**src/rtl/scr_sram_pkg.sv**
```systemverilog
package scr_sram_pkg;

  // 4-bit substitution used by every SPN layer
  function automatic logic [3:0] sbox4(input logic [3:0] x);
    logic [3:0] y;
    case (x)
      4'h0: y = 4'hC;  4'h1: y = 4'h5;  4'h2: y = 4'h6;  4'h3: y = 4'hB;
      4'h4: y = 4'h9;  4'h5: y = 4'h0;  4'h6: y = 4'hA;  4'h7: y = 4'hD;
      4'h8: y = 4'h3;  4'h9: y = 4'hE;  4'hA: y = 4'hF;  4'hB: y = 4'h8;
      4'hC: y = 4'h4;  4'hD: y = 4'h7;  4'hE: y = 4'h1;  default: y = 4'h2;
    endcase
    return y;
  endfunction

  function automatic logic [3:0] sbox4_inv(input logic [3:0] x);
    logic [3:0] y;
    case (x)
      4'h0: y = 4'h5;  4'h1: y = 4'hE;  4'h2: y = 4'hF;  4'h3: y = 4'h8;
      4'h4: y = 4'hC;  4'h5: y = 4'h1;  4'h6: y = 4'h2;  4'h7: y = 4'hD;
      4'h8: y = 4'hB;  4'h9: y = 4'h4;  4'hA: y = 4'h6;  4'hB: y = 4'h3;
      4'hC: y = 4'h0;  4'hD: y = 4'h7;  4'hE: y = 4'h9;  default: y = 4'hA;
    endcase
    return y;
  endfunction

  // parity bit kept beside each plaintext byte
  function automatic logic byte_par(input logic [7:0] b);
    return ^b;
  endfunction

endpackage

```
**src/rtl/scr_spn.sv**
```systemverilog
module scr_spn #(
  parameter int W       = 8,
  parameter int ROUNDS  = 2,
  parameter bit INVERSE = 1'b0
) (
  input  logic [W-1:0] data_i,
  input  logic [W-1:0] key_i,
  output logic [W-1:0] data_o
);
  import scr_sram_pkg::*;

  localparam int NNIB = W / 4;
  localparam int HALF = W / 2;

  function automatic logic [W-1:0] sub_layer(input logic [W-1:0] s, input bit inv);
    logic [W-1:0] r;
    r = s;
    for (int n = 0; n < NNIB; n++) begin
      r[4*n +: 4] = inv ? sbox4_inv(s[4*n +: 4]) : sbox4(s[4*n +: 4]);
    end
    return r;
  endfunction

  function automatic logic [W-1:0] flip_bits(input logic [W-1:0] s);
    logic [W-1:0] r;
    for (int i = 0; i < W; i++) r[i] = s[W-1-i];
    return r;
  endfunction

  function automatic logic [W-1:0] perm_fwd(input logic [W-1:0] s);
    logic [W-1:0] r;
    r = s;
    for (int i = 0; i < HALF; i++) begin
      r[i]        = s[2*i];
      r[i + HALF] = s[2*i + 1];
    end
    return r;
  endfunction

  function automatic logic [W-1:0] perm_inv(input logic [W-1:0] s);
    logic [W-1:0] r;
    r = s;
    for (int i = 0; i < HALF; i++) begin
      r[2*i]     = s[i];
      r[2*i + 1] = s[i + HALF];
    end
    return r;
  endfunction

  generate
    if (ROUNDS == 0) begin : g_bypass
      logic unused_key;
      assign unused_key = ^key_i;
      assign data_o = data_i;
    end else if (!INVERSE) begin : g_fwd
      always_comb begin
        logic [W-1:0] s;
        s = data_i;
        for (int r = 0; r < ROUNDS; r++) begin
          s = perm_fwd(flip_bits(sub_layer(s ^ key_i, 1'b0)));
        end
        data_o = s ^ key_i;
      end
    end else begin : g_inv
      always_comb begin
        logic [W-1:0] s;
        s = data_i ^ key_i;
        for (int r = 0; r < ROUNDS; r++) begin
          s = sub_layer(flip_bits(perm_inv(s)), 1'b1) ^ key_i;
        end
        data_o = s;
      end
    end
  endgenerate

endmodule

```
**src/rtl/scr_ram_array.sv**
```systemverilog
module scr_ram_array #(
  parameter int DEPTH  = 16,
  parameter int NLANE  = 4,
  parameter int LANE_W = 8
) (
  input  logic                      clk_i,
  input  logic                      en_i,
  input  logic                      we_i,
  input  logic [$clog2(DEPTH)-1:0]  addr_i,
  input  logic [NLANE-1:0]          be_i,
  input  logic [NLANE*LANE_W-1:0]   wdata_i,
  input  logic [NLANE-1:0]          wpar_i,
  output logic [NLANE*LANE_W-1:0]   rdata_o,
  output logic [NLANE-1:0]          rpar_o
);

  generate
    for (genvar l = 0; l < NLANE; l++) begin : g_lane
      logic [LANE_W:0] mem [DEPTH];
      logic [LANE_W:0] q;

      always_ff @(posedge clk_i) begin
        if (en_i && we_i && be_i[l]) mem[addr_i] <= {wpar_i[l], wdata_i[l*LANE_W +: LANE_W]};
        if (en_i && !we_i)           q <= mem[addr_i];
      end

      assign rdata_o[l*LANE_W +: LANE_W] = q[LANE_W-1:0];
      assign rpar_o[l]                   = q[LANE_W];
    end
  endgenerate

endmodule

```
**src/rtl/scr_sram_wrap.sv**
```systemverilog
module scr_sram_wrap #(
  parameter int DEPTH       = 16,
  parameter int DATA_W      = 32,
  parameter int CHUNK_W     = 8,
  parameter int DIFF_ROUNDS = 2,
  parameter int ADDR_ROUNDS = 2,
  parameter int KS_W        = 64
) (
  input  logic                      clk_i,
  input  logic                      rst_ni,
  input  logic                      key_valid_i,
  input  logic [KS_W-1:0]           nonce_i,
  output logic [KS_W-1:0]           iv_o,
  input  logic [KS_W-1:0]           ks_i,
  input  logic                      req_i,
  output logic                      gnt_o,
  input  logic                      write_i,
  input  logic [$clog2(DEPTH)-1:0]  addr_i,
  input  logic [DATA_W-1:0]         wdata_i,
  input  logic [DATA_W/8-1:0]       wmask_i,
  output logic [DATA_W-1:0]         rdata_o,
  output logic                      rvalid_o,
  output logic [1:0]                rerror_o,
  output logic [$clog2(DEPTH)-1:0]  raddr_o
);
  import scr_sram_pkg::*;

  localparam int ADDR_W = $clog2(DEPTH);
  localparam int NBYTES = DATA_W / 8;
  localparam int NCHUNK = DATA_W / CHUNK_W;

  // named events for the checker
  logic wr_fire, rd_fire, par_err;
  logic [ADDR_W-1:0] phys_addr;
  logic [DATA_W-1:0] ks_w, ks_q;
  logic [DATA_W-1:0] wdata_diff, wcipher;
  logic [DATA_W-1:0] ram_rdata, rd_mix, rd_plain;
  logic [NBYTES-1:0] wpar, ram_rpar, par_mismatch;
  logic              rvalid_q;
  logic [ADDR_W-1:0] rd_addr_q, fail_addr_q;

  assign gnt_o   = req_i & key_valid_i;
  assign wr_fire = gnt_o & write_i;
  assign rd_fire = gnt_o & ~write_i;

  assign iv_o = {nonce_i[KS_W-1:ADDR_W], addr_i};

  // keystream fitted to the word width (truncated, or repeated if wider)
  generate
    for (genvar i = 0; i < DATA_W; i++) begin : g_ks
      assign ks_w[i] = ks_i[i % KS_W];
    end
    if (DATA_W < KS_W) begin : g_ks_unused
      logic unused_ks_hi;
      assign unused_ks_hi = ^ks_i[KS_W-1:DATA_W];
    end
  endgenerate

  scr_spn #(.W(ADDR_W), .ROUNDS(ADDR_ROUNDS), .INVERSE(1'b0)) u_addr_spn (
    .data_i (addr_i),
    .key_i  (nonce_i[ADDR_W-1:0]),
    .data_o (phys_addr)
  );

  generate
    for (genvar c = 0; c < NCHUNK; c++) begin : g_chunk
      scr_spn #(.W(CHUNK_W), .ROUNDS(DIFF_ROUNDS), .INVERSE(1'b0)) u_diff (
        .data_i (wdata_i[c*CHUNK_W +: CHUNK_W]),
        .key_i  ({CHUNK_W{1'b0}}),
        .data_o (wdata_diff[c*CHUNK_W +: CHUNK_W])
      );
      scr_spn #(.W(CHUNK_W), .ROUNDS(DIFF_ROUNDS), .INVERSE(1'b1)) u_undiff (
        .data_i (rd_mix[c*CHUNK_W +: CHUNK_W]),
        .key_i  ({CHUNK_W{1'b0}}),
        .data_o (rd_plain[c*CHUNK_W +: CHUNK_W])
      );
    end
    for (genvar b = 0; b < NBYTES; b++) begin : g_par
      assign wpar[b]         = byte_par(wdata_i[8*b +: 8]);
      assign par_mismatch[b] = byte_par(rd_plain[8*b +: 8]) ^ ram_rpar[b];
    end
  endgenerate

  assign wcipher = wdata_diff ^ ks_w;

  scr_ram_array #(.DEPTH(DEPTH), .NLANE(NBYTES), .LANE_W(8)) u_ram (
    .clk_i   (clk_i),
    .en_i    (gnt_o),
    .we_i    (write_i),
    .addr_i  (phys_addr),
    .be_i    (wmask_i),
    .wdata_i (wcipher),
    .wpar_i  (wpar),
    .rdata_o (ram_rdata),
    .rpar_o  (ram_rpar)
  );

  always_ff @(posedge clk_i or negedge rst_ni) begin
    if (!rst_ni) begin
      rvalid_q    <= 1'b0;
      ks_q        <= '0;
      rd_addr_q   <= '0;
      fail_addr_q <= '0;
    end else begin
      rvalid_q <= rd_fire;
      if (rd_fire) begin
        ks_q      <= ks_w;
        rd_addr_q <= addr_i;
      end
      if (par_err) fail_addr_q <= rd_addr_q;
    end
  end

  assign rd_mix   = ram_rdata ^ ks_q;
  assign par_err  = rvalid_q & (|par_mismatch);

  assign rdata_o  = rd_plain;
  assign rvalid_o = rvalid_q;
  assign rerror_o = {par_err, 1'b0};
  assign raddr_o  = par_err ? rd_addr_q : fail_addr_q;

endmodule

```
**config.mk**
```make
export PLATFORM = sky130hd
export DESIGN_NAME = scr_sram_wrap
export DESIGN_NICKNAME = d
export VERILOG_FILES = /design/src/rtl/scr_sram_pkg.sv /design/src/rtl/scr_spn.sv /design/src/rtl/scr_ram_array.sv /design/src/rtl/scr_sram_wrap.sv
export SDC_FILE = /design/constraint.sdc
export NUM_CORES = 1
export LEC_CHECK = 0
export ABC_AREA = 1
export CAP_MARGIN = 10
export CORE_MARGIN = 2
export CORE_UTILIZATION = 40
export DETAILED_ROUTE_END_ITERATION = 8
export PLACE_DENSITY_LB_ADDON = 0.05
export SLEW_MARGIN = 20
export SYNTH_ARGS = -nofsm -noshare
export SYNTH_HDL_FRONTEND = slang
export SYNTH_HIERARCHICAL = 1
export SYNTH_SLANG_ARGS = --single-unit
```
**constraint.sdc**
```tcl
create_clock -name clk_i -period 6 [get_ports clk_i]
set_clock_uncertainty 0.2 [all_clocks]
set_input_delay 1.2 -clock clk_i [delete_from_list [all_inputs] [get_ports clk_i]]
set_output_delay 1.2 -clock clk_i [all_outputs]
set_load 0.005 [all_outputs]
```
==> results.toml <==
[detailed_routing]
num_vias = 30000
route.detailed.drc = 0
ant_nets = 0
first_pass_iters = 5
avgViaCountPerCell = 4.49
wire_per_inst_um = 14.9
drt-total-wl_mm = 99.8
drtIter0Drc = 1604

[floorplan]
die_w_um = 317
core_mm2 = 0.0970
start_util_pct = 40.5
fp.dieH_um = 317
ioPinCount = 277
row_count = 114
die-area_mm2 = 0.101

[yosys]
synth_top_cell_area_share_pct = 46.8
netlist_instances = 4896
avgSynthCellArea_um2 = 8.02
synth_edf_count = 612
synth_largest_area_cell = "edfxtp_1"
ys_async_sr_fraction_pct = 6.28
synth_cell_type_count = 35
synth_seq_cells = 653
syn_area_mm2 = 0.0393
synth_area_leaders = "edfxtp_1 47%, nand2_1 26%, nand3_1 4.3%"
ys.warnings.count = 6
synth_top_flop_cell = "edfxtp_1"
ys_seq_area_share_pct = 49.4

[power]
p_sw_mw = 6.87
intPower_mw = 10.8
seqPwrFrac_pct = 31.9
power_per_cell_area_mw_per_mm2 = 383
vdd_ir_drop_max_v = 0.000213
netSwitchingFraction_pct = 38.8
p_leak_nw = 22.0
combPwrFrac_pct = 43.8
clkPwrFrac_pct = 24.2

[layout]
layout_commonest_cell = "nand2_1"
area_growth_pct = 17.7
drive_gt1_share_pct = 11.5
layout_common_cells = "2660 x nand2_1, 612 x edfxtp_1, 330 x nand3_1"
n_antenna_cell = 0
finish.instance_area_mm2 = 0.0462
nFillCells = 9567
fin_nets = 5651

[sta]
period_minus_slack_ns = 5.66
slew_violations = 0
setup_viol_count_final = 0
finalHoldViolCount = 0
max_freq_mhz = 177
fin_crit_sh_pct = 94.3
worst_slew_pin_slew_ns = 1.09
setup_tns_ns = 0
layout_setup_ws_ns = 0.344
maxSlewHeadroom_pct = 27.1

[clocking]
path_clk_slew_ns = 0.06
cts_buffers = 72
insertion_delay_ns = 0.60
cts_sinks = 653
clk_path_buf_depth = 3
tritoncts = "built"
cts_max_level = 3
cts_root_buf = "clkbuf_16"

[critical_path]
critPathLaunchType = "flop"
rr_endpoint = "fail_addr_q[0]"
r2r_start = "ks_q[15]"
crit_family = "simple AND/OR/NAND/NOR gates"
critPathMaxStageDelay_ns = 0.41
critPathMaxFanout = 5
crit_arrival_ns = 4.26
crit_end = "raddr_o[0]"
critPathMostFrequentCell = "nand2_1"
critical_path_class = "flop to output port"
path_depth = 29
required_ns = 4.60
rrSetupSlack_ns = 2.29
path_buf_inv = 6
r2r_cells = 29
crit_start = "ks_q[7]"
cp-end-kind = "output port"
slowest_stage = "dfrtp_1"

[global_routing]
overflow = 0
grt_use_total_pct = 19.8
grt_pass1_wl_mm = 154
grt_max_degree = 121
antenna_found_initial = 0
grt_pass1_vias = 27900

[flow_run]
drv_cap = 0

[placed_design]
dpl_cell_area_mm2 = 0.0432
place_congestion = 0.840
io_buffer_count = 123
place_hpwl_mm = 67.1
place_ws_ns = 0.248

[run_status]
status = "completed"

[min_path]
hold_path_class = "flop to flop"
[worst register-to-register path: cells and delay by family (launching register included)]
| kind | cells | cell delay (ns) |
|---|---|---|
| and+or+nand+nor | 16 | 1.19 |
| adders and majority gates | 2 | 0.57 |
| DFF | 1 | 0.40 |
| xor gates and xnor gates | 3 | 0.60 |
| buffers and inverters | 6 | 0.44 |
| AOI/OAI and AO/OA | 2 | 0.19 |
[metal layers]
metal / vias to the layer above / wire length (µm) / track usage, %
met5: - / 0 / 0
met4: 0 / 1380 / 3.96
met3: 88 / 4100 / 2.74
met2: 464 / 48700 / 34.4
met1: 13500 / 45600 / 26.3
li1: 15900 / - / -
[how the worst min path moves through the flow]
| stage | depth (start not counted) | end | from |
|---|---|---|---|
| after global routing | 2 | fail_addr_q[2] | fail_addr_q[2] |
| after global placement | 2 | rd_addr_q[3] | rd_addr_q[3] |
| final | 2 | fail_addr_q[3] | fail_addr_q[3] |
| after floorplan | 2 | rd_addr_q[0] | rd_addr_q[0] |
| after CTS | 2 | fail_addr_q[1] | fail_addr_q[1] |
| after detailed placement | 2 | fail_addr_q[1] | fail_addr_q[1] |
[flip-flops by register name, indices dropped and copies added (netlist names)]
signal	count
u_ram/g_lane.q	36
rd_addr_q	4
ks_q	32
fail_addr_q	4
rvalid_o	1
u_ram/g_lane.mem	576
[synth_stat cells, types with 13 or more instances]
cell type / number
ha_1: 127
dfrtp_1: 41
buf_4: 92
nand2_2: 59
nand3_1: 337
xor2_1: 106
inv_2: 68
nand3_2: 14
edfxtp_1: 612
nand2_4: 21
nand2_1: 2716
nor2_1: 111
xor2_2: 24
buf_2: 51
inv_1: 319
clkbuf_1: 27
buf_6: 13
xnor2_1: 45
o21ai_1: 26
[cell type report]
class | instances | area, µm² | area share, %
Inverter | 393 | 1490 | 3.22
Clock inverter | 32 | 307 | 0.663
Multi-Input combinational cell | 3930 | 18800 | 40.6
Tap cell | 1276 | 1600 | 3.45
Clock buffer | 95 | 1960 | 4.24
Timing Repair Buffer | 301 | 2690 | 5.83
Sequential cell | 653 | 19400 | 42.0
[stage by stage]
| stage | total power [mW] | util (%) | cells | hold WS, ns |
|---|---|---|---|---|
| finish | 17.7 | 47.6 | 6680 | 0.269 |
| CTS | 17.6 | 47.1 | 6663 | 0.272 |
| global route | 19.1 | 47.6 | 6680 | 0.312 |
| detailed placement | 13.1 | 44.6 | 6526 | 0.259 |
| floorplan | 10.8 | - | 5168 | 0.243 |
| global placement | 13.1 | 44.6 | 6526 | 0.260 |
[cells by family after synthesis]
group | Yosys count | synth area share (%)
adder cells (fa/ha/maj) | 127 | 4.05
AND/OR/NAND/NOR | 3269 | 33.5
XOR/XNOR | 187 | 4.86
AO/OA/AOI/OAI | 74 | 1.27
other | 1 | 0.00955
flip-flops | 653 | 49.4
buffers and inverters | 585 | 6.89
[power by group through the flow]
stage	registers, mW	logic, mW	clock network (mW)
after global placement	5.74	7.35	0
final	5.66	7.77	4.29
after floorplan	5.74	5.09	0
after global routing	5.67	8.84	4.57
after CTS	5.65	7.59	4.40
after detailed placement	5.74	7.37	0
[what timing repair did]
action	4_1_cts	5_1_grt
gates cloned	0	0
resized for setup	37	87
buffers inserted	10	17
pin swaps	20	46
setup endpoints to repair	5	5
hold buffers	0	0
(Power assumes the default switching activity.)
